==> src/rtl/sgx_pkg.sv <==
package sgx_pkg;
   localparam int REG_W         = 32;
   localparam int EN_BIT        = 0;
   localparam int PCNT_LSB      = 6;
   localparam int PCNT_W        = 4;
   localparam int DIV_LSB       = 16;
   localparam int DIV_W         = 16;
   localparam int PINS_PER_UNIT = 8;

   typedef struct packed {
      logic [DIV_W-1:0]  div;
      logic [PCNT_W-1:0] pcnt;
      logic              en;
   } sgx_cfg_t;

   function automatic logic [REG_W-1:0] cfg_to_word(input sgx_cfg_t c);
      logic [REG_W-1:0] w;
      w                       = '0;
      w[EN_BIT]               = c.en;
      w[PCNT_LSB +: PCNT_W]   = c.pcnt;
      w[DIV_LSB +: DIV_W]     = c.div;
      return w;
   endfunction

   function automatic sgx_cfg_t word_to_cfg(input logic [REG_W-1:0] w);
      sgx_cfg_t c;
      c.en   = w[EN_BIT];
      c.pcnt = w[PCNT_LSB +: PCNT_W];
      c.div  = w[DIV_LSB +: DIV_W];
      return c;
   endfunction
endpackage

==> src/rtl/sgx_regs.sv <==
module sgx_regs
   import sgx_pkg::*;
#(
   parameter int MAX_PINS = 80,
   parameter int BANK_W   = 32,
   parameter int ADDR_W   = 3,
   parameter int VAL_BASE = 1
) (
   input  logic                clk,
   input  logic                rst_n,
   input  logic                wr_en,
   input  logic [ADDR_W-1:0]   wr_addr,
   input  logic [REG_W-1:0]    wr_data,
   output sgx_cfg_t            cfg,
   output logic [MAX_PINS-1:0] out_vec
);
   localparam int NUM_BANKS = (MAX_PINS + BANK_W - 1) / BANK_W;

   // control fields captured from their fixed bit positions
   always_ff @(posedge clk) begin
      if (!rst_n)
         cfg <= '0;
      else if (wr_en && wr_addr == '0)
         cfg <= word_to_cfg(wr_data);
   end

   // the last bank keeps only as many bits as it has pins
   for (genvar b = 0; b < NUM_BANKS; b++) begin : g_out_bank
      localparam int LO = b * BANK_W;
      localparam int BW = (MAX_PINS - LO < BANK_W) ? (MAX_PINS - LO) : BANK_W;
      logic [BW-1:0] bank_q;
      always_ff @(posedge clk) begin
         if (!rst_n)
            bank_q <= '0;
         else if (wr_en && wr_addr == ADDR_W'(VAL_BASE + b))
            bank_q <= wr_data[BW-1:0];
      end
      assign out_vec[LO +: BW] = bank_q;
   end
endmodule

==> src/rtl/sgx_half_tick.sv <==
module sgx_half_tick #(
   parameter int DIV_W = 16
) (
   input  logic             clk,
   input  logic             rst_n,
   input  logic             run,
   input  logic [DIV_W-1:0] div,
   output logic             tick
);
   logic [DIV_W-1:0] cnt;

   assign tick = run && (cnt == div);

   always_ff @(posedge clk) begin
      if (!rst_n)
         cnt <= '0;
      else if (!run || tick)
         cnt <= '0;
      else
         cnt <= cnt + 1'b1;
   end


   half_cnt_bound_chk: assert property (@(posedge clk) disable iff (!rst_n)
      run |-> cnt <= div);
endmodule

==> src/rtl/sgx_frame_seq.sv <==
module sgx_frame_seq
   import sgx_pkg::*;
#(
   parameter int MAX_PINS = 80,
   parameter int IDX_W    = $clog2(MAX_PINS + 1)
) (
   input  logic                clk,
   input  logic                rst_n,
   input  sgx_cfg_t            cfg,
   input  logic [MAX_PINS-1:0] out_vec,
   input  logic                half_tick,
   input  logic                ser_din,
   output logic                run,
   output logic [DIV_W-1:0]    div_lat,
   output logic                ser_clk,
   output logic                ser_load,
   output logic                ser_dout,
   output logic [MAX_PINS-1:0] in_vec,
   output logic [MAX_PINS-1:0] snap
);
   localparam int MAX_UNITS = MAX_PINS / PINS_PER_UNIT;

   logic                phase;
   logic [IDX_W-1:0]    pidx, n_lat, n_req, slot;
   logic [PCNT_W-1:0]   units;
   logic [MAX_PINS-1:0] shift_q;
   logic                cfg_ok, last_half, frame_done, begin_fr;

   // pin-count clamped to the supported maximum
   assign units      = (cfg.pcnt > PCNT_W'(MAX_UNITS)) ? PCNT_W'(MAX_UNITS) : cfg.pcnt;
   assign n_req      = IDX_W'(units) * IDX_W'(PINS_PER_UNIT);
   assign cfg_ok     = cfg.en && (cfg.pcnt != '0);
   assign last_half  = run && half_tick && phase;
   assign frame_done = cfg.en && last_half && (pidx == n_lat);
   assign begin_fr   = cfg_ok && (!run || frame_done);
   assign slot       = pidx - IDX_W'(1);

   always_ff @(posedge clk) begin
      if (!rst_n) begin
         run     <= 1'b0;
         phase   <= 1'b0;
         pidx    <= '0;
         n_lat   <= '0;
         div_lat <= '0;
         snap    <= '0;
         shift_q <= '0;
         in_vec  <= '0;
      end else if (!cfg.en) begin
         // abort without commit
         run   <= 1'b0;
         phase <= 1'b0;
         pidx  <= '0;
      end else if (begin_fr) begin
         // snapshot and configuration taken at frame start
         run     <= 1'b1;
         phase   <= 1'b0;
         pidx    <= '0;
         n_lat   <= n_req;
         div_lat <= cfg.div;
         snap    <= out_vec;
         shift_q <= '0;
         if (frame_done)
            in_vec <= shift_q;
      end else if (frame_done) begin
         run    <= 1'b0;
         phase  <= 1'b0;
         pidx   <= '0;
         in_vec <= shift_q;
      end else if (run && half_tick) begin
         if (!phase) begin
            // rising serial edge samples the input
            phase <= 1'b1;
            if (pidx != '0)
               shift_q[slot] <= ser_din;
         end else begin
            phase <= 1'b0;
            pidx  <= pidx + 1'b1;
         end
      end
   end

   assign ser_clk  = run && phase;
   assign ser_load = run && (pidx == '0);
   assign ser_dout = run && (pidx != '0) && snap[slot];


   load_span_chk: assert property (@(posedge clk) disable iff (!rst_n)
      $fell(ser_load) && run |-> $fell(ser_clk));

   dout_edge_chk: assert property (@(posedge clk) disable iff (!rst_n)
      run && $past(run) && !$stable(ser_dout) |-> $fell(ser_clk));

   commit_edge_chk: assert property (@(posedge clk) disable iff (!rst_n)
      !$stable(in_vec) |-> $rose(ser_load) || $fell(run));

   snap_hold_chk: assert property (@(posedge clk) disable iff (!rst_n)
      !$stable(snap) |-> $rose(ser_load));

   idle_off_chk: assert property (@(posedge clk) disable iff (!rst_n)
      !cfg.en |=> !ser_clk && !ser_load);

   zero_pins_chk: assert property (@(posedge clk) disable iff (!rst_n)
      !run && cfg.pcnt == '0 |=> !run);
endmodule

==> src/rtl/sgx_engine.sv <==
module sgx_engine
   import sgx_pkg::*;
#(
   parameter int MAX_PINS = 80,
   parameter int BANK_W   = 32,
   parameter int ADDR_W   = 3
) (
   input  logic              clk,
   input  logic              rst_n,
   input  logic              wr_en,
   input  logic [ADDR_W-1:0] wr_addr,
   input  logic [REG_W-1:0]  wr_data,
   input  logic [ADDR_W-1:0] rd_addr,
   output logic [REG_W-1:0]  rd_data,
   output logic              ser_clk,
   output logic              ser_load,
   output logic              ser_dout,
   input  logic              ser_din
);
   localparam int NUM_BANKS = (MAX_PINS + BANK_W - 1) / BANK_W;
   localparam int IDX_W     = $clog2(MAX_PINS + 1);
   localparam int VAL_BASE  = 1;
   localparam int RB_BASE   = VAL_BASE + NUM_BANKS + 1;

   if (MAX_PINS % PINS_PER_UNIT != 0) begin : g_bad_pins
      $error("MAX_PINS must be a multiple of the pin unit");
   end
   if (MAX_PINS > PINS_PER_UNIT * ((1 << PCNT_W) - 1)) begin : g_bad_range
      $error("MAX_PINS exceeds the pin-count field range");
   end
   if (BANK_W > REG_W) begin : g_bad_bank
      $error("BANK_W wider than the register word");
   end
   if (RB_BASE + NUM_BANKS > (1 << ADDR_W)) begin : g_bad_addr
      $error("ADDR_W too narrow for the register map");
   end

   sgx_cfg_t            cfg;
   logic [MAX_PINS-1:0] out_vec, in_vec, snap;
   logic                run, half_tick;
   logic [DIV_W-1:0]    div_lat;

   sgx_regs #(
      .MAX_PINS (MAX_PINS),
      .BANK_W   (BANK_W),
      .ADDR_W   (ADDR_W),
      .VAL_BASE (VAL_BASE)
   ) u_regs (
      .clk     (clk),
      .rst_n   (rst_n),
      .wr_en   (wr_en),
      .wr_addr (wr_addr),
      .wr_data (wr_data),
      .cfg     (cfg),
      .out_vec (out_vec)
   );

   sgx_half_tick #(
      .DIV_W (DIV_W)
   ) u_tick (
      .clk   (clk),
      .rst_n (rst_n),
      .run   (run),
      .div   (div_lat),
      .tick  (half_tick)
   );

   sgx_frame_seq #(
      .MAX_PINS (MAX_PINS),
      .IDX_W    (IDX_W)
   ) u_seq (
      .clk       (clk),
      .rst_n     (rst_n),
      .cfg       (cfg),
      .out_vec   (out_vec),
      .half_tick (half_tick),
      .ser_din   (ser_din),
      .run       (run),
      .div_lat   (div_lat),
      .ser_clk   (ser_clk),
      .ser_load  (ser_load),
      .ser_dout  (ser_dout),
      .in_vec    (in_vec),
      .snap      (snap)
   );

   logic [REG_W-1:0] in_w [NUM_BANKS];
   logic [REG_W-1:0] rb_w [NUM_BANKS];

   // partial last bank zero-extended
   for (genvar b = 0; b < NUM_BANKS; b++) begin : g_rd_bank
      localparam int LO = b * BANK_W;
      localparam int BW = (MAX_PINS - LO < BANK_W) ? (MAX_PINS - LO) : BANK_W;
      assign in_w[b] = REG_W'(in_vec[LO +: BW]);
      assign rb_w[b] = REG_W'(snap[LO +: BW]);
   end

   always_comb begin
      rd_data = '0;
      if (rd_addr == '0)
         rd_data = cfg_to_word(cfg);
      for (int b = 0; b < NUM_BANKS; b++) begin
         if (rd_addr == ADDR_W'(VAL_BASE + b))
            rd_data = in_w[b];
         if (rd_addr == ADDR_W'(RB_BASE + b))
            rd_data = rb_w[b];
      end
   end
endmodule

==> config.mk <==
export PLATFORM = sky130hd
export DESIGN_NAME = sgx_engine
export DESIGN_NICKNAME = d
export VERILOG_FILES = /design/src/rtl/sgx_pkg.sv /design/src/rtl/sgx_regs.sv /design/src/rtl/sgx_half_tick.sv /design/src/rtl/sgx_frame_seq.sv /design/src/rtl/sgx_engine.sv
export SDC_FILE = /design/constraint.sdc
export NUM_CORES = 1
export LEC_CHECK = 0
export BUFFER_PORTS_ARGS = -buffer_cell sky130_fd_sc_hd__clkbuf_2
export CAP_MARGIN = 5
export CORE_MARGIN = 3
export CORE_UTILIZATION = 35
export CTS_BUF_LIST = sky130_fd_sc_hd__clkbuf_8
export DETAILED_ROUTE_END_ITERATION = 8
export GPL_ROUTABILITY_DRIVEN = 1
export SLEW_MARGIN = 20
export SYNTH_ARGS = -nofsm -noshare
export SYNTH_HDL_FRONTEND = slang
export SYNTH_SLANG_ARGS = --single-unit
==> constraint.sdc <==
create_clock -name clk -period 2.7 [get_ports clk]
set_input_delay 0.27 -clock clk [delete_from_list [all_inputs] [get_ports clk]]
set_output_delay 0.27 -clock clk [all_outputs]
set_load 0.01 [all_outputs]
==> qor.csv, run 1 <==
metric,value,unit
initial_core_util,35.6,%
power_frac_comb,3.9,%
grt_pass1_wl,91600,um
seqPwrFrac,48.9,%
viasPerCell,5.54,
synth_edf_count,0,
cts_made_buffers,68,
hp-class,input port to flip-flop,
area_growth,18.1,%
critPathCaptureType,output port,
fillers,5039,
clock_skew,22.6,ps
drt-pass1-iter-count,6,
die_h,230,um
critPathMaxFanout,6,
max_clock_freq,0.326,GHz
use_met2,33.0,%
p_per_area,567,nW/um^2
synth_area_leaders,"dfxtp_1, nand2_1, a21oi_1, o2111ai_1, a221oi_1",
grt_max_degree,168,
io_buffers,76,
crit_type,flip-flop to output port,
async_flop_share,0,%
gp_congestion,0.919,
crit_path_max_incr_delay,350,ps
cts-root-buf,clkbuf_8,
slew_violations,0,
worst_setup_path_start_kind,flip-flop,
mostFrequentLayoutCells,"nand2_1, dfxtp_1, a21oi_1",
yosys.cell_types.count,77,
p_switching,2.75,mW
avgSynthCellArea,8.02,sq um
diodes,0,
swShare,23.4,%
fin_area,20700,sq um
cts.clk_slew.worst_paths,60,ps
ios,77,
vias,16600,
tightest_slew,1050,ps
gr-total-overflow,0,
synth.largest_area_cell,dfxtp_1,
track_usage,22.0,%
violations,setup timing,
dieArea,52900,sq um
synth.yosys.seq_area_share,44.0,%
synthCells,2190,
placed_cells,2838,
fin_util,42.1,%
tritoncts,yes,
nets,2328,
netlist_area,17600,sq um
ff_latch_area,7730,sq um
synth-main-ff-cell,dfxtp_1,
cp.required,2430,ps
final_cells,2994,
htree_levels,3,
multiInputGateArea,8800,sq um
cts_buffer_depth,3,
post_drt_wl_per_cell,20.0,um
setup_violations,1,
cp.arrival,2790,ps
first_global_vias,15400,
antenna_found_initial,0,
path_cells,"inv_2, ha_4, buf_4, o21ba_2, o21ai_1, a311o_1, a221o_1, a21oi_2, a211o_1, buf_2",
postPlaceCellArea,18800,sq um
syn-num-nets,2235,
ys_warn_count,0,
cts_sinks,386,
fin_ws,-363,ps
max-cap-violations,0,
core-area,49300,sq um
clk_latency,630,ps
drive_above_1_share,15.5,%
peakVddDrop,0.000349,V
finalHoldViolations,0,
p_leak,7.05,nW
period_needed,3060,ps
die_w,230,um
yosysTopAreaCellShare,44.0,%
finalCritPeriodShare,113,%
first_iter_violations,1582,
hpwl,40900,um
clkPwrFrac,47.2,%
ys_ff_latch,386,
fp-row-count,81,
hold_ws,125,ps
final_common_cell,nand2_1,
rsz0062_at_grt,true,
crit_slowest_cell,a311o_1,
wl,59900,um
top_usage_layer,met2,
drc_errors,0,
gr-usage-met1,31.4,%
status,"finished, violations left",
slew-limit-headroom,30.2,%
p_int,9.00,mW
postRouteAntennaNets,0,
grt_util_met3,4.45,%
cell type report:
class | count | share of cell area, %
clock buffer | 89 | 5.91
clock inverter | 28 | 0.821
inverter | 60 | 1.13
multi-input combinational | 1558 | 42.4
sequential | 386 | 37.3
tap | 664 | 4.01
timing repair buffer | 209 | 8.39
power groups by stage:
stage / clock network [mW] / logic, mW / registers [mW]
after floorplan: 0 / 0.243 / 5.87
after global placement: 0 / 0.407 / 5.87
after detailed placement: 0 / 0.410 / 5.88
after CTS: 5.66 / 0.447 / 5.75
after global routing: 5.94 / 0.486 / 5.75
final: 5.55 / 0.453 / 5.75
critical path, delay by kind of cell (launching register included):
family                   cells  cell delay (ps)
AO/OA/AOI/OAI                6             1290
flip-flops                   1              340
adder cells (fa/ha/maj)      1              190
buffers and inverters        3              340
state kept, by name, summed over array words and instances, names as in the netlist:
signal,count
u_regs.g_out_bank.bank_q,80
u_seq.in_vec,80
u_seq.shift_q,80
u_seq.snap,80
u_regs.cfg,21
u_seq.div_lat,16
u_tick.cnt,16
u_seq.pidx,7
u_seq.n_lat,4
u_seq.phase,1
u_seq.run,1
synthesized netlist by cell type, drive strengths merged (16+ instances only):
cell,count
o2111ai,50
nand2,639
a22oi,16
clkbuf,107
o211ai,31
mux2i,39
a21oi,300
o21ai,47
buf,78
xor2,31
dfxtp,386
mux2,20
inv,59
nor2,71
a221oi,48
nand3,52
metrics by stage:
| stage | total power [mW] | setup TNS [ps] | setup WS (ps) |
|---|---|---|---|
| 4_1_cts | 11.9 | -388 | -388 |
| 3_3_place_gp | 6.28 | 0 | 43.4 |
| 2_1_floorplan | 6.11 | 0 | 43.1 |
| 3_5_place_dp | 6.29 | -65.2 | -65.2 |
| 5_1_grt | 12.2 | -487 | -487 |
| 6_report | 11.8 | -363 | -363 |
cell families after synthesis:
group | after synthesis | share of synthesized area [%]
and+or+nand+nor | 865 | 21.3
DFF | 386 | 44.0
adders and majority gates | 3 | 0.214
AOI/OAI and AO/OA | 584 | 21.4
muxes | 63 | 4.02
buffers and inverters | 246 | 6.76
xor gates and xnor gates | 43 | 2.30
timing repair:
action / CTS / global route
resized for setup: 22 / 9
pin swaps: 11 / 3
setup buffers: 5 / 1
gates cloned: 1 / 0
endpoints found under the setup margin: 1 / 67
hold buffers: 32 / 0
hold endpoints to repair: 101 / 0
worst paths after layout:
path | startpoint | end | slack (ps) | depth (start not counted)
setup / recovery | u_seq.pidx[1]$_SDFFE_PP0N_ | ser_dout | -360 | 10
hold / removal | rst_n | u_seq.run$_SDFFE_PN0P_ | 120 | 3
setup reg to reg | u_regs.cfg[2]$_SDFFE_PN0P_ | u_seq.shift_q[9]$_SDFFE_PN0P_ | 170 | 8
hold reg to reg | u_seq.shift_q[75]$_SDFFE_PN0P_ | u_seq.in_vec[75]$_SDFFE_PN0P_ | 430 | 2
routing by layer:
metal	up-vias	share of wire [%]
met5	-	0
met4	0	2.4
met3	92	7.8
met2	640	45
met1	8028	45
li1	7822	-
No activity file was read; power rests on OpenSTA's default activity.
==> run 2: changes to the inputs <==
- CORE_MARGIN: 3 -> not set
==> qor.csv, run 2 (synthesis results as in run 1) <==
metric,value,unit,change
fp-row-count,81,,unchanged
hold_ws,162,ps,+37.7 ps
drc_errors,0,,unchanged
wl_met2,26300,um,-1.5%
cp.arrival,2870,ps,+80 ps
cts-root-buf,clkbuf_8,,
nets,2320,,-0.34%
violations,setup timing,,
fin_area,20600,sq um,-0.53%
die_w,226,um,-1.7%
max-cap-violations,0,,unchanged
gp_congestion,0.922,,+0.35%
vias,16500,,-0.75%
postPlaceCellArea,18700,sq um,-0.44%
first_iter_violations,1631,,+3.1%
dieArea,51100,sq um,-3.4%
wl_met1,26800,um,-1.0%
rsz0062_at_grt,true,,
cp.required,2430,ps,about the same
fin_ws,-440,ps,-76.7 ps
track_usage,23.1,%,+1.1 points
wl,59000,um,-1.4%
ff_latch_area,7730,sq um,unchanged
crit_type,flip-flop to output port,,
p_leak,6.99,nW,-0.84%
hp-class,input port to flip-flop,,
die_h,226,um,-1.7%
period_needed,3140,ps,+76.7 ps
slew_violations,0,,unchanged
final_common_cell,nand2_1,,
crit_path_max_incr_delay,390,ps,+40 ps
worst_setup_path_start_kind,flip-flop,,
fillers,5080,,+0.81%
grt_max_degree,81,,-52%
slew-limit-headroom,33.5,%,+3.3 points
first_global_vias,15300,,-0.41%
drive_above_1_share,14.9,%,-0.61 points
initial_core_util,35.6,%,unchanged
p_per_area,562,nW/um^2,-0.83%
viasPerCell,5.50,,-0.65%
max_clock_freq,0.318,GHz,-2.4%
path_buf_inv,2,,-1
cts_buffer_depth,3,,unchanged
mostFrequentLayoutCells,"nand2_1, dfxtp_1, a21oi_1",,
cts_made_buffers,68,,unchanged
peakVddDrop,0.000373,V,+6.7%
fin_util,41.9,%,-0.22 points
clk_latency,620,ps,about the same
routed.top_layer,met4,,
status,"finished, violations left",,
antenna_found_initial,0,,unchanged
critPathMaxFanout,12,,+6
total_power,11.6,mW,-1.4%
critPathCaptureType,output port,,
tightest_slew,997,ps,-49.4 ps
core-area,49300,sq um,unchanged
crit_family,compound AO/OA/AOI/OAI gates,,
post_drt_wl_per_cell,19.7,um,-1.3%
cts.clk_slew.worst_paths,60,ps,about the same
tritoncts,yes,,
finalSetupTns,-440,ps,-76.7 ps
path_cells,"buf_12, or3_4, o21ai_0, a311o_1, a221o_1, a21oi_2, a211o_1, buf_2",,
io_buffers,76,,unchanged
wl_met3,4460,um,-4.9%
postRouteAntennaNets,0,,unchanged
grt_pass1_wl,90900,um,-0.74%
multiInputGateArea,8800,sq um,about the same
finalHoldViolations,0,,unchanged
finalCritPeriodShare,116,%,+2.8 points
cts_sinks,386,,unchanged
gr-total-overflow,0,,unchanged
htree_levels,3,,unchanged
crit_slowest_cell,or3_4,,
clock_skew,29.7,ps,+7.04 ps
drt-pass1-iter-count,5,,-1
area_growth,17.5,%,
hpwl,41000,um,+0.35%
ios,77,,unchanged
setup_violations,1,,unchanged
[run 2: cell types whose count changed in the layout (fill, tap and decap cells not counted), moves of 3 or more]
cell	change
buf_12	-4
buf_4	-6
clkbuf_8	-6
clkinv_2	-4
inv_1	+7
o21ai_0	+3
o21ai_1	-3
[run 2: worst paths after layout]
path / from / to / slack (ps) / depth (start not counted)
setup / recovery: u_seq.pidx[2]$_SDFFE_PP0N_ / ser_dout / -440 / 8
setup reg to reg: u_seq.pidx[0]$_SDFFE_PP0N_ / u_seq.shift_q[47]$_SDFFE_PN0P_ / 210 / 10
hold reg to reg: u_regs.g_out_bank[1].bank_q[9]$_SDFFE_PN0P_ / u_seq.snap[41]$_SDFFE_PN0P_ / 430 / 2
hold / removal: rst_n / u_seq.run$_SDFFE_PN0P_ / 160 / 3
[run 2: cell type report]
| cell class | instances | area share [%] |
|---|---|---|
| flip-flops and latches | 386 | 37.5 |
| diodes | 2 | 0.0243 |
| clock buffers | 83 | 5.54 |
| well taps | 664 | 4.03 |
| repair buffers | 201 | 8.03 |
| inverters | 60 | 1.15 |
| multi-input cells | 1558 | 42.7 |
| clock inverters | 37 | 1.04 |
[run 2: routing by layer]
layer	global-route usage, %	up-vias
met5	0	-
met4	7.46	0
met3	3.92	102
met2	35.6	639
met1	32.5	7923
li1	-	7794
[run 2: power by group]
group          total (mW)  leakage [nW]  switching [mW]  internal [mW]
sequential           5.75          3.11          0.0238           5.73
clock                5.39         0.788            2.50           2.90
combinational       0.447          3.09           0.302          0.145
[run 2: worst min-delay path, delay by kind of cell]
family | cells | cell delay, ps
buf+inv | 1 | 270
compound gates | 1 | 40
simple gates | 1 | 150
[run 2: what timing repair did]
action	in CTS	in global routing
endpoints found under the setup margin	1	28
gates cloned	1	0
hold endpoints to repair	101	0
setup buffers	3	1
gates resized for setup	13	17
pin swaps	10	12
hold buffers	32	0
[run 2: stage by stage]
stage,setup slack (ps),cells
global route,-502,2989
detailed placement,110,2832
finish,-440,2991
floorplan,43.1,2190
CTS,-430,2988
global placement,120,2832
